## src/rtl/tpc_pkg.sv

```systemverilog
package tpc_pkg;

  // Per-beat sideband carried alongside the pixel through the pipeline
  typedef struct packed {
    logic eol;    // end of line, from the pixel stream
    logic sof;    // start of frame, from the pixel stream
    logic pass;   // bypass selected for this beat
  } tpc_side_t;

endpackage

```

## src/rtl/tpc_rst_sync.sv

```systemverilog
module tpc_rst_sync (
  input  logic clk,
  input  logic arst_n,
  output logic srst_n
);

  logic meta_q;
  logic sync_q;

  always_ff @(posedge clk or negedge arst_n) begin
    if (!arst_n) begin
      meta_q <= 1'b0;
      sync_q <= 1'b0;
    end else begin
      meta_q <= 1'b1;
      sync_q <= meta_q;
    end
  end

  assign srst_n = sync_q;

endmodule

```

## src/rtl/tpc_join.sv

```systemverilog
module tpc_join #(
  parameter int NUM = 3
) (
  input  logic           clk,
  input  logic           rst_n,
  input  logic [NUM-1:0] valid,
  input  logic [NUM-1:0] last,
  input  logic           adv_en,
  output logic [NUM-1:0] ready,
  output logic           fire,
  output logic           last_err
);

  logic all_valid;
  logic mismatch;
  logic err_d;
  logic err_q;

  // Next-state logic
  always_comb begin
    all_valid = &valid;
    fire      = all_valid & adv_en;
    ready     = {NUM{fire}};
    // markers agree when all set or all clear
    mismatch  = fire & ~((&last) | ~(|last));
    err_d     = err_q | mismatch;
  end

  // State register
  always_ff @(posedge clk or negedge rst_n) begin
    if (!rst_n) begin
      err_q <= 1'b0;
    end else begin
      err_q <= err_d;
    end
  end

  assign last_err = err_q;

endmodule

```

## src/rtl/tpc_mac.sv

```systemverilog
module tpc_mac
  import tpc_pkg::*;
#(
  parameter int PIX_W  = 14,
  parameter int GAIN_W = 16,
  parameter int FRAC   = 14,
  parameter int OFF_W  = 16,
  parameter int OUT_W  = 16
) (
  input  logic             clk,
  input  logic             rst_n,
  input  logic             adv_en,
  input  logic             in_fire,
  input  logic [PIX_W-1:0] in_pix,
  input  logic [GAIN_W-1:0] in_gain,
  input  logic [OFF_W-1:0] in_off,
  input  tpc_side_t        in_side,
  output logic             out_valid,
  output logic [OUT_W-1:0] out_data,
  output tpc_side_t        out_side
);

  localparam int PROD_W = PIX_W + GAIN_W;
  localparam int RND_W  = PROD_W + 1;
  localparam int SUM_A  = (RND_W + 1 > OFF_W) ? RND_W + 1 : OFF_W;
  localparam int SUM_W  = SUM_A + 1;
  localparam logic signed [SUM_W-1:0] SAT_HI =
    {{(SUM_W-OUT_W+1){1'b0}}, {(OUT_W-1){1'b1}}};
  localparam logic signed [SUM_W-1:0] SAT_LO =
    {{(SUM_W-OUT_W+1){1'b1}}, {(OUT_W-1){1'b0}}};

  // Stage 1: captured operands
  logic              v1_q, v1_d;
  logic [PIX_W-1:0]  pix1_q;
  logic [GAIN_W-1:0] gain1_q;
  logic [OFF_W-1:0]  off1_q;
  tpc_side_t         side1_q;

  // Stage 2: rounded product
  logic              v2_q, v2_d;
  logic [RND_W-1:0]  rnd2_q, rnd2_d;
  logic [PIX_W-1:0]  pix2_q;
  logic [OFF_W-1:0]  off2_q;
  tpc_side_t         side2_q;

  logic [PROD_W-1:0] prod;
  logic signed [SUM_W-1:0] corr_sum;
  logic signed [SUM_W-1:0] pre_sat;

  // Valid chain next state
  always_comb begin
    v1_d = in_fire;
    v2_d = v1_q;
  end

  always_ff @(posedge clk or negedge rst_n) begin
    if (!rst_n) begin
      v1_q <= 1'b0;
      v2_q <= 1'b0;
    end else if (adv_en) begin
      v1_q <= v1_d;
      v2_q <= v2_d;
    end
  end

  // Stage 1 data: loaded only on an accepted beat
  always_ff @(posedge clk) begin
    if (in_fire) begin
      pix1_q  <= in_pix;
      gain1_q <= in_gain;
      off1_q  <= in_off;
      side1_q <= in_side;
    end
  end

  assign prod = PROD_W'(pix1_q) * PROD_W'(gain1_q);

  // Rounding variant chosen by the fraction width
  generate
    if (FRAC > 0) begin : g_round
      always_comb begin
        rnd2_d = ({1'b0, prod} + (RND_W)'(1) * (RND_W)'(2 ** (FRAC - 1))) >> FRAC;
      end
    end else begin : g_whole
      always_comb begin
        rnd2_d = {1'b0, prod};
      end
    end
  endgenerate

  // Stage 2 data
  always_ff @(posedge clk) begin
    if (adv_en && v1_q) begin
      rnd2_q  <= rnd2_d;
      pix2_q  <= pix1_q;
      off2_q  <= off1_q;
      side2_q <= side1_q;
    end
  end

  // Final add, bypass select and clamp feed the output register directly
  always_comb begin
    corr_sum = $signed({{(SUM_W-RND_W){1'b0}}, rnd2_q})
             + $signed({{(SUM_W-OFF_W){off2_q[OFF_W-1]}}, off2_q});
    if (side2_q.pass) begin
      pre_sat = $signed({{(SUM_W-PIX_W){1'b0}}, pix2_q});
    end else begin
      pre_sat = corr_sum;
    end
    if (pre_sat > SAT_HI) begin
      out_data = SAT_HI[OUT_W-1:0];
    end else if (pre_sat < SAT_LO) begin
      out_data = SAT_LO[OUT_W-1:0];
    end else begin
      out_data = pre_sat[OUT_W-1:0];
    end
  end

  assign out_valid = v2_q;
  assign out_side  = side2_q;

endmodule

```

## src/rtl/tpc_skid.sv

```systemverilog
module tpc_skid #(
  parameter int W = 18
) (
  input  logic         clk,
  input  logic         rst_n,
  input  logic         in_valid,
  input  logic [W-1:0] in_data,
  output logic         in_ready,
  output logic         out_valid,
  output logic [W-1:0] out_data,
  input  logic         out_ready
);

  logic         main_v_q, main_v_d;
  logic         spare_v_q, spare_v_d;
  logic [W-1:0] main_q, main_d;
  logic [W-1:0] spare_q, spare_d;
  logic         push, pop;

  // Next-state logic
  always_comb begin
    in_ready  = ~spare_v_q;
    push      = in_valid & in_ready;
    pop       = main_v_q & out_ready;
    main_v_d  = main_v_q;
    spare_v_d = spare_v_q;
    main_d    = main_q;
    spare_d   = spare_q;
    if (spare_v_q) begin
      if (pop) begin
        main_d    = spare_q;
        spare_v_d = 1'b0;
      end
    end else if (push) begin
      if (!main_v_q || pop) begin
        main_d   = in_data;
        main_v_d = 1'b1;
      end else begin
        spare_d   = in_data;
        spare_v_d = 1'b1;
      end
    end else if (pop) begin
      main_v_d = 1'b0;
    end
  end

  always_ff @(posedge clk or negedge rst_n) begin
    if (!rst_n) begin
      main_v_q  <= 1'b0;
      spare_v_q <= 1'b0;
    end else begin
      main_v_q  <= main_v_d;
      spare_v_q <= spare_v_d;
    end
  end

  always_ff @(posedge clk) begin
    main_q  <= main_d;
    spare_q <= spare_d;
  end

  assign out_valid = main_v_q;
  assign out_data  = main_q;

endmodule

```

## src/rtl/twopoint_corrector.sv

```systemverilog
module twopoint_corrector
  import tpc_pkg::*;
#(
  parameter int PIX_W  = 14,
  parameter int GAIN_W = 16,
  parameter int FRAC   = 14,
  parameter int OFF_W  = 16,
  parameter int OUT_W  = 16
) (
  input  logic              clk,
  input  logic              rst_n,
  input  logic              bypass,
  input  logic [PIX_W-1:0]  s_pix_tdata,
  input  logic              s_pix_tvalid,
  output logic              s_pix_tready,
  input  logic              s_pix_tlast,
  input  logic              s_pix_tuser,
  input  logic [GAIN_W-1:0] s_gain_tdata,
  input  logic              s_gain_tvalid,
  output logic              s_gain_tready,
  input  logic              s_gain_tlast,
  input  logic [OFF_W-1:0]  s_off_tdata,
  input  logic              s_off_tvalid,
  output logic              s_off_tready,
  input  logic              s_off_tlast,
  output logic [OUT_W-1:0]  m_tdata,
  output logic              m_tvalid,
  input  logic              m_tready,
  output logic              m_tlast,
  output logic              m_tuser,
  output logic              tlast_err
);

  localparam int NUM_IN = 3;
  localparam int PAY_W  = OUT_W + 2;

  logic              srst_n;
  logic              adv_en;
  logic              fire;
  logic              skid_in_ready;
  logic [NUM_IN-1:0] join_ready;
  tpc_side_t         side_in;
  logic              mac_valid;
  logic [OUT_W-1:0]  mac_data;
  tpc_side_t         mac_side;
  logic [PAY_W-1:0]  skid_in;
  logic [PAY_W-1:0]  skid_out;

  tpc_rst_sync i_rst (
    .clk    (clk),
    .arst_n (rst_n),
    .srst_n (srst_n)
  );

  // Pipeline moves only out of reset and while the skid has room
  assign adv_en = srst_n & skid_in_ready;

  tpc_join #(.NUM(NUM_IN)) i_join (
    .clk      (clk),
    .rst_n    (srst_n),
    .valid    ({s_off_tvalid, s_gain_tvalid, s_pix_tvalid}),
    .last     ({s_off_tlast, s_gain_tlast, s_pix_tlast}),
    .adv_en   (adv_en),
    .ready    (join_ready),
    .fire     (fire),
    .last_err (tlast_err)
  );

  assign s_pix_tready  = join_ready[0];
  assign s_gain_tready = join_ready[1];
  assign s_off_tready  = join_ready[2];

  always_comb begin
    side_in.eol  = s_pix_tlast;
    side_in.sof  = s_pix_tuser;
    side_in.pass = bypass;
  end

  tpc_mac #(
    .PIX_W  (PIX_W),
    .GAIN_W (GAIN_W),
    .FRAC   (FRAC),
    .OFF_W  (OFF_W),
    .OUT_W  (OUT_W)
  ) i_mac (
    .clk       (clk),
    .rst_n     (srst_n),
    .adv_en    (adv_en),
    .in_fire   (fire),
    .in_pix    (s_pix_tdata),
    .in_gain   (s_gain_tdata),
    .in_off    (s_off_tdata),
    .in_side   (side_in),
    .out_valid (mac_valid),
    .out_data  (mac_data),
    .out_side  (mac_side)
  );

  assign skid_in = {mac_data, mac_side.eol, mac_side.sof};

  tpc_skid #(.W(PAY_W)) i_skid (
    .clk       (clk),
    .rst_n     (srst_n),
    .in_valid  (mac_valid),
    .in_data   (skid_in),
    .in_ready  (skid_in_ready),
    .out_valid (m_tvalid),
    .out_data  (skid_out),
    .out_ready (m_tready)
  );

  assign m_tdata = skid_out[PAY_W-1:2];
  assign m_tlast = skid_out[1];
  assign m_tuser = skid_out[0];

endmodule

```

## config.mk

```make
export PLATFORM = sky130hd
export DESIGN_NAME = twopoint_corrector
export DESIGN_NICKNAME = d
export VERILOG_FILES = /design/src/rtl/tpc_pkg.sv /design/src/rtl/tpc_rst_sync.sv /design/src/rtl/tpc_join.sv /design/src/rtl/tpc_mac.sv /design/src/rtl/tpc_skid.sv /design/src/rtl/twopoint_corrector.sv
export SDC_FILE = /design/constraint.sdc
export NUM_CORES = 1
export LEC_CHECK = 0
export ABC_AREA = 1
export BUFFER_PORTS_ARGS = -buffer_cell sky130_fd_sc_hd__buf_2
export CORE_MARGIN = 4
export CORE_UTILIZATION = 40
export CTS_CLUSTER_SIZE = 16
export DETAILED_ROUTE_END_ITERATION = 10
export PLACE_DENSITY = 0.53
export SKIP_CTS_REPAIR_TIMING = 1
export SLEW_MARGIN = 10
export SYNTH_ARGS = -nofsm -noshare
export SYNTH_HDL_FRONTEND = slang
export SYNTH_SLANG_ARGS = --single-unit
```

## constraint.sdc

```tcl
create_clock -name clk -period 3.2 [get_ports clk]
set_input_delay 0.48 -clock clk [delete_from_list [all_inputs] [get_ports clk]]
set_output_delay 0.48 -clock clk [all_outputs]
set_load 0.01 [all_outputs]
```

Yosys cells after proc, flatten, opt, wreduce, memory -nomap -nowiden --
Index checks and enable logic that the tools add are counted.
Storage, ports and cells: output and inout port bits 23, input port bits 57, flip-flop bits (word level) 142
Cells by class: order comparisons 2, bitwise operators 11, multipliers 1, $add $sub $neg 2, equality and inequality tests 2, mux-type cells 14, reduce and logical (&&, ||, !) cells 12
Operators by type and width (count):
- $mux 18 | 4
- $gt 33x16->1 const B | 1
- $lt 33x16->1 const B | 1
- $mux 33 | 1
- $mux 16 | 2
- $add 30x14->31 const B | 1
- $mul 14x16->30 | 1
- $add 18x16->19 | 1
- $reduce_and 3->1 | 5
- $mux 1 | 7
- $reduce_bool 2->1 | 3
- $and 1x1->1 | 5
- $ne 2x2->1 const B | 2
- $not 1->1 | 4
- $reduce_or 3->1 | 1
- $or 1x1->1 | 2
- $logic_and 1x1->1 | 1
- $logic_not 1->1 | 1
- $logic_or 1x1->1 | 1

Logic depth before layout (Yosys ltp) --
Gate-level depths: netlist of the first run.
word-level depth 8, gate-level depth with buffers 27

Cells and area by module --
A second synthesis of the first run with hierarchy kept.
Second synthesis, totals: cell total of the unflattened synthesis 1660, area, all modules 14227.4 um2
By module, submodules not included:
- tpc_mac | times used 1, cells an instance 1529, area each 12620.9 um2
- tpc_skid | times used 1, cells an instance 112, area each 1442.6 um2
- tpc_join | times used 1, cells an instance 14, area each 102.6 um2
- tpc_rst_sync | times used 1, cells an instance 3, area each 53.8 um2
- twopoint_corrector | times used 1, cells an instance 2, area each 7.5 um2

Worst setup path after synthesis of the first run --
Ideal clock, no wire load.
path type reg2reg, start register i_mac.pix1_q[4], end register i_mac.rnd2_q[16], data pin, clock period less this slack 5.628 ns, slack -2.428 ns, data required time 2.940 ns, stages on the path, launching flop included 27, arrival 5.368 ns, library setup time 0.260 ns, cell sequence edfxtp_1 -> clkbuf_1 -> clkbuf_1 -> nand2_1 -> inv_1 -> fa_1 -> inv_1 -> fa_1 -> inv_1 -> fa_1 -> inv_1 -> fa_1 -> inv_1 -> fa_1 -> inv_1 -> fa_1 -> inv_1 -> ha_1 -> a21oi_1 -> nor2_1 -> nor2_1 -> o21ai_0 -> o21ai_0 -> nand2_1 -> nand4_1 -> nand2_1 -> xnor2_1
Between the ends: cells in the longest elaborated chain, start to end 2
Ends and longest elaborated chain:
- start: declaration | line tpc_mac.sv:34 | logic [PIX_W-1:0] pix1_q;
- start signal: assignment | line tpc_mac.sv:69 | pix1_q <= in_pix;
- $mul 14x16->30 | line tpc_mac.sv:76 | assign prod = PROD_W'(pix1_q) * PROD_W'(gain1_q);
- $add 30x14->31 | line tpc_mac.sv:82 | rnd2_d = ({1'b0, prod} + (RND_W)'(1) * (RND_W)'(2 ** (FRAC - 1))) >> FRAC;
- net i_mac.rnd2_d[16] | line tpc_mac.sv:41 | logic [RND_W-1:0] rnd2_q, rnd2_d;
- end signal: assignment | line tpc_mac.sv:94 | rnd2_q <= rnd2_d;
- end: declaration | line tpc_mac.sv:41
The timed path passes the listed nets, and every way through them passes these cells. A chain may end at the register's enable or synchronous reset.

Final worst setup path of the first run --
start register i_mac.pix1_q[7], end register i_mac.rnd2_q[16], data pin
Same word-level chain as after synthesis.

==> run metrics, run 1 <==
outcome=finished, violations left; failing checks=negative setup slack; Die H=196 um; final slew viol count=0; mux contribution to synthesized area=0.00142; Total Power=about 0.016 W; Max-cap violations=0; fin crit share=1.69; Clock Latency Late Sink=around 0.44 ns; Unique masters post-synth=44; Int Power=around 0.0087 W; Final WS setup=-2.20 ns; Synth Area in Compound Gates=0.0476; CP Class=register to register; gpl congestion=0.892; syn avg cell area=8.85 sq um; DRC=0; total CTS buffers=17; Reg2Reg Depth=25; GRT Total Usage=0.196; fin crit period=around 5.4 ns; die area=38,300 sq um; CP max stage cell=fa_1; Antenna diodes=0; clock skew=0.0117 ns; final hold violation count=0; drt first pass iters=5; Worst Tran Pin Value=0.687 ns; vias in the first global route=10,912; data required time of the worst path=approximately 3.4 ns; XOR/XNOR Fraction of Synth Area=0.0112; Post-Synth Simple-Gate Area=0.169; Gate power share=0.700; share of cells above drive strength 1=0.250; element type at the critical path start=register; Post-Synth Adder-Cell Area=0.349; Clock Sinks=142; H-tree depth=4; # setup viols final=17; Routed Antenna Nets=0; Net Sw Frac=0.443; IO Count=80; Initial DRC Count=566; post-place setup slack=-2.42 ns; fmax=around 190 MHz; FP Rows=68; share of Yosys cell area claimed by the top area cell type=0.288; Placed Area=16,300 sq um; slowest stage delay, CP=about 0.56 ns; Crit Reg-Reg Startpoint=i_mac.pix1_q[7]; synthesized flop and latch total=142; grt met1 use=0.269; grt total ovfl=0; NumNets Final=2,165; Die Wd=196 um; CP delay by family, top=adder cells; initial antenna violation count=0; area leader, netlist=edfxtp_1; DR WL/cell=15.9 um; cell chosen for the clock root=clkbuf_16; peak supply drop=~0.85 mV; mapped cell area=between 10,000 and 15,000 sq um; Ys Warns=0; Final Cell Area=17,500 sq um; ranking of synthesized cells by area=edfxtp_1 29%, fa_1 24%, nand2_1 12%, ha_1 11%, inv_1 10%; TritonCTS clock tree=built; Crit Path Max Fanout=5; core area=34,600 sq um; PwrDens=896 nW/um^2; CP endpoint kind=register; busiest grt layer=met2; Post-Syn Nets=1,940; final core utilization=0.506; largest net degree at the start of global routing=51; RSZ-0062 raised after global routing=true; total number of vias=10,700; WHS=0.0834 ns; vias per cell=4.68; Worst R2R Setup Slack=-2.20 ns; CP bufs+invs=8; clock group share of total power=0.134; Buffers on Ports=79; met3 Use GR=0.0354; HP Class=register to asynchronous set/reset pin; Clock transition at path regs=roughly 0.07 ns; Initial Util=0.406; normalized max-slew margin=0.542; Worst EP arrival=5.60 ns; P&R area growth vs syn=24.6%; R2R Path End=i_mac.rnd2_q[16]; Seq pwr share=0.167; met2 usage=0.322; global-route wire length before repair=between 50 and 60 mm; LEAKAGE=9.16 nW; final wirelength=approximately 36 mm; hpwl dp=30.1 mm; Bufs on Longest Clock Path=2; post-synthesis cell count=1,591; Filler cells=about 3,300; Critical Path Most Common Cell=fa_1; sw power=around 0.0070 W; Seq/Total Area, Yosys=0.300; combinational family with the most area after synthesis=adder cells
-- synth_stat cells (all sizes together) --
cell type and number:
nand2 448, inv 390, fa 167, edfxtp 135
ha 125, a21oi 60, nor2 53, clkbuf 48
nand3 44, o21ai 40, nor3 16, xor2 13
dfrtp 7, buf 6, nand4 6, xnor2 5
o21a 4, or2 4, o21bai 3, a21o 2
a221oi 2, mux2i 2, nand3b 2, a211oi 1
a31oi 1, and3 1, clkinv 1, conb 1
nor3b 1, o2111ai 1, o211a 1, o22ai 1
-- power groups by stage --
stage	sequential, W	combinational (W)	clock [W]
after global routing	0.00263	0.0122	0.00224
after global placement	0.00266	0.00927	0
after floorplan	0.00268	0.00581	0
after CTS	0.00263	0.00932	0.00216
final	0.00262	0.0110	0.00210
after detailed placement	0.00267	0.00924	0
-- cells by family after synthesis --
kind of cell	Yosys count
AND/OR/NAND/NOR	575
buffers and inverters	445
flip-flops	142
adder cells (fa/ha/maj)	292
multiplexers	2
XOR/XNOR	18
AO/OA/AOI/OAI	116
other	1
-- routing by layer --
| metal | share of wire | vias to the layer above | wire length, um |
|---|---|---|---|
| met5 | 0 | - | 0 |
| met1 | 0.44 | 5132 | 16200 |
| met4 | 0.022 | 0 | 786 |
| met3 | 0.050 | 32 | 1830 |
| met2 | 0.48 | 245 | 17600 |
| li1 | - | 5291 | - |
-- sequential cells by signal, summed over array words and instances, names as in the netlist, 3 cells and up --
name	cells
i_mac.off1_q	16
i_mac.off2_q	16
i_skid.spare_q	18
i_mac.side1_q	3
i_mac.rnd2_q	17
i_skid.out_data	18
i_mac.pix2_q	14
i_mac.out_side	3
i_mac.pix1_q	14
i_mac.gain1_q	16
-- cell usage in the layout, fill, tap and decap left out, drive strengths merged, types with 2 or more instances in the layout --
master and n:
xnor2 5, a221oi 2, nand4 6, o21bai 3, fa 167, nor2 53
edfxtp 135, mux2i 2, or2 4, dfrtp 7, o21ai 40, nand3b 2
a21oi 60, ha 125, buf 259, inv 395, nor3 16, nand2 448
clkinv 6, a21o 2, o21a 4, xor2 13, nand3 44, bufinv 3
clkbuf 18
-- cell type report --
cell class,count,area [sq um],area share
multi-input combinational,1004,8760,0.499
tap,455,569,0.0325
clock buffer,18,429,0.0245
clock inverter,14,179,0.0102
inverter,391,1470,0.0840
sequential,142,4230,0.241
timing repair buffer,260,1900,0.108
-- worst max path at each step --
stage	from	to	depth (start not counted)
finish	i_mac.pix1_q[7]	i_mac.rnd2_q[16]	25
global route	i_mac.pix1_q[3]	i_mac.rnd2_q[16]	25
CTS	i_mac.gain1_q[7]	i_mac.rnd2_q[16]	24
detailed placement	i_mac.gain1_q[5]	i_mac.rnd2_q[12]	19
global placement	i_mac.gain1_q[7]	i_mac.rnd2_q[12]	17
floorplan	i_mac.pix1_q[2]	i_mac.rnd2_q[16]	26
-- stage by stage --
stage               cells  TNS, ns
CTS                  2262   -39.69
floorplan            1591   -31.90
finish               2284   -36.60
global placement     2230   -38.90
detailed placement   2230   -39.15
global route         2284   -40.40
-- worst register-to-register path: cells and delay by family (launching register included) --
family / cells / cell delay [ns]
fa+ha+maj: 7 / 3.04
xor+xnor: 1 / 0.12
flops: 1 / 0.37
compound gates: 3 / 0.39
simple gates: 6 / 0.49
buf+inv: 8 / 0.76
Power figures use the tool's default switching activity.
==> run 2: changes to the inputs <==
--- a/config.mk
+++ b/config.mk
@@ -11,9 +11,12 @@
 export CORE_UTILIZATION = 40
 export CTS_CLUSTER_SIZE = 16
 export DETAILED_ROUTE_END_ITERATION = 10
+export GPL_TIMING_DRIVEN = 1
 export PLACE_DENSITY = 0.53
+export REMOVE_ABC_BUFFERS = 1
 export SKIP_CTS_REPAIR_TIMING = 1
 export SLEW_MARGIN = 10
 export SYNTH_ARGS = -nofsm -noshare
 export SYNTH_HDL_FRONTEND = slang
+export SYNTH_HIERARCHICAL = 1
 export SYNTH_SLANG_ARGS = --single-unit
==> run 2 against run 1 <==
Effect of this change: the flow still finishes with violations (negative setup slack); worst setup slack gained 0.049 ns; sequential share of layout area shrank 0.42 points; non-clock buffer count shrank 4; critical path type unchanged; largest power group unchanged; final area grew 1.8%; total power shrank 12%; global-route usage shrank 1.7 points; critical path depth shrank 4; first-iteration DRC count shrank 6.0%; register-to-register slack gained 0.05 ns; clock power shrank 4%; sequential power shrank 8.0%; synthesized area grew 1.1%.
==> run metrics, run 2 <==
outcome=finished, violations left; failing checks=negative setup slack; Ys Warns=6 (+6); area leader, netlist=edfxtp_1; Final WS setup=-2.15 ns (+0.0494 ns); Clock Latency Late Sink=0.45 ns (about the same); DR WL/cell=14.8 um (-7.1%); Worst EP arrival=5.55 ns (-0.05 ns); largest net degree at the start of global routing=51 (unchanged); gpl congestion=0.905 (+1.5%); clock skew=0.0177 ns (+0.00600 ns); Post-Synth Simple-Gate Area=0.175 (+0.00647); Setup TNS=-35.57 ns (+1.03 ns); Max-cap violations=0 (unchanged); die area=38,600 sq um (+1.0%); PwrDens=773 nW/um^2 (-14%); IO Count=80 (unchanged); P&R area growth vs syn=25.4%; Seq/Total Area, Yosys=0.297 (-0.00320); Filler cells=3,250 (-0.85%); R2R Path End=i_mac/rnd2_q[10]; share of cells above drive strength 1=0.256 (+0.00621); Final Cell Area=17,800 sq um (+1.8%); Placed Cells=2,289 (+2.6%); ys flop type=edfxtp_1; hpwl dp=28.6 mm (-4.9%); Die H=197 um (+0.51%); Worst R2R Setup Slack=-2.15 ns (+0.05 ns); syn avg cell area=8.57 sq um (-3.1%); Crit Path Max Fanout=7 (+2); combinational family with the most area after synthesis=adder cells; drt first pass iters=5 (unchanged); Reg2Reg Depth=21 (-16%); final hold violation count=0 (unchanged); Synth top cells by count=481 x nand2_1, 430 x inv_1, 167 x fa_1; count leader, synth=nand2_1; HP Class=register to asynchronous set/reset pin; RSZ-0062 raised after global routing=true; # setup viols final=17 (unchanged); fin crit period=5.35 ns (-0.0494 ns); Antenna diodes=0 (unchanged); Unique masters post-synth=39 (-11%); commonest non-fill, non-tap cell in the layout=nand2_1; Clock transition at path regs=0.07 ns (about the same); Total Power=0.0138 W (-12%); Synth Area in Compound Gates=0.0396 (-0.00798); fin crit share=1.67 (-0.0154); Die Wd=197 um (+0.51%); Post-Synth Adder-Cell Area=0.345 (-0.00371); synthesized flop and latch total=142 (unchanged); cell chosen for the clock root=clkbuf_16; core area=34,800 sq um (+0.49%); vias in the first global route=11,112 (+1.8%); fraction of registers with async set/reset=0.0493 (unchanged); H-tree depth=4 (unchanged); Initial DRC Count=532 (-6.0%); Initial Util=0.409 (+0.00236); NumNets Final=2,230 (+3.0%); normalized max-slew margin=0.364 (-0.179); final slew viol count=0 (unchanged); final wirelength=34.8 mm (-4.5%); Bufs on Longest Clock Path=2 (unchanged); TritonCTS clock tree=built; total CTS buffers=17 (unchanged); post-synthesis cell count=1,660 (+4.3%); Crit Reg-Reg Startpoint=i_mac/gain1_q[5]; CP Class=register to register; peak supply drop=0.699 mV (-18%); most frequent cells in the layout=451 x nand2_1, 396 x inv_1, 161 x fa_1, 152 x buf_4, 135 x edfxtp_1; CP endpoint kind=register; share of Yosys cell area claimed by the top area cell type=0.285 (-0.00306); fmax=187 MHz (+0.92%); global-route wire length before repair=54.9 mm (-6.7%); total number of vias=10,907 (+1.9%); mapped cell area=14,200 sq um (+1.1%); mux contribution to synthesized area=0.00220 (+0.000776); Worst Tran Pin Value=0.955 ns (+0.268 ns); crit path launch=i_mac/gain1_q[5]; number of synthesized flops with an enable pin=135 (unchanged); ranking of synthesized cells by area=edfxtp_1 28%, fa_1 23%, nand2_1 13%, inv_1 11%, ha_1 11%; data required time of the worst path=3.39 ns (about the same); FP Rows=68 (unchanged); LEAKAGE=9.45 nW (+3.1%); GRT Total Usage=0.179 (-0.0170); WHS=0.0836 ns (+0.000176 ns); vias per cell=4.64 (-0.89%); XOR/XNOR Fraction of Synth Area=0.00923 (-0.00197); post-route insts no fill=2,349 (+2.8%); Placed Area=16,100 sq um (-1.2%); DRC=0 (unchanged); Buffers on Ports=79 (unchanged); Routed Antenna Nets=0 (unchanged); initial antenna violation count=1 (+1); element type at the critical path start=register; grt total ovfl=0 (unchanged); Clock Sinks=142 (unchanged)
-- run 2: cell types whose count changed after synthesis, moves of 4 or more --
| cell | previous run | this run |
|---|---|---|
| nand2_1 | 435 | 481 |
| o21a_1 | 4 | 0 |
| o21ai_0 | 40 | 36 |
| inv_1 | 385 | 430 |
| nor2_1 | 49 | 58 |
| a21oi_2 | 12 | 2 |
-- run 2: cell type report --
| type | instances | area, sq um | share of cell area |
|---|---|---|---|
| Multi-Input combinational cell | 1033 | 8980 | 0.503 |
| Sequential cell | 142 | 4230 | 0.237 |
| Timing Repair Buffer | 256 | 1850 | 0.103 |
| Inverter | 431 | 1620 | 0.0908 |
| Tap cell | 455 | 569 | 0.0319 |
| Clock buffer | 17 | 425 | 0.0238 |
| Clock inverter | 15 | 175 | 0.00982 |
-- run 2: worst max-delay path by stage --
stage / to / slack (ns) / cells past startpoint
finish: i_mac/rnd2_q[10] / -2.15 / 21
global route: i_mac/rnd2_q[11] / -2.32 / 25
CTS: i_mac/rnd2_q[15] / -2.49 / 20
detailed placement: i_mac/rnd2_q[15] / -2.46 / 20
global placement: i_mac/rnd2_q[15] / -2.45 / 20
floorplan: i_mac/rnd2_q[15] / -2.08 / 20
-- run 2: metal layers --
| layer | track usage | share of wire | vias up | routed length, um |
|---|---|---|---|---|
| li1 | - | - | 5434 | - |
| met1 | 0.233 | 0.45 | 5258 | 15600 |
| met2 | 0.317 | 0.50 | 177 | 17500 |
| met3 | 0.0267 | 0.031 | 38 | 1080 |
| met4 | 0.0416 | 0.017 | 0 | 605 |
| met5 | 0 | 0 | - | 0 |
-- run 2: power breakdown --
| part | internal, W | switching, W |
|---|---|---|
| logic | 0.00419 | 0.00518 |
| clock network | 0.00111 | 0.000896 |
| registers | 0.00236 | 0.0000505 |
-- run 2: kinds of logic (layout without fill, tap and decap cells) --
| family | after synthesis | count (layout) |
|---|---|---|
| flip-flops | 142 | 142 |
| AO/OA/AOI/OAI | 102 | 102 |
| AND/OR/NAND/NOR | 620 | 620 |
| multiplexers | 3 | 3 |
| buffers and inverters | 485 | 719 |
| other | 1 | 1 |
| adder cells (fa/ha/maj) | 292 | 292 |
| XOR/XNOR | 15 | 15 |
-- run 2: critical path, stage by stage, from the launching register on --
cell      delay [ns]
edfxtp_1        0.55
nand2_1         0.14
inv_2           0.05
fa_1            0.52
inv_1           0.05
fa_1            0.54
inv_2           0.04
fa_1            0.50
inv_1           0.05
fa_1            0.49
inv_2           0.04
fa_2            0.53
fa_1            0.45
ha_4            0.33
nand2_2         0.09
nor2_4          0.13
nand2_1         0.08
o21ai_2         0.17
a21o_1          0.17
nand2_1         0.06
nand3_1         0.06
nand2_1         0.05
-- run 2: through the flow --
stage,util,setup WS (ns)
2_1_floorplan,-,-2.08
3_3_place_gp,0.463,-2.45
3_5_place_dp,0.463,-2.46
5_1_grt,0.513,-2.32
6_report,0.513,-2.15
4_1_cts,0.480,-2.49
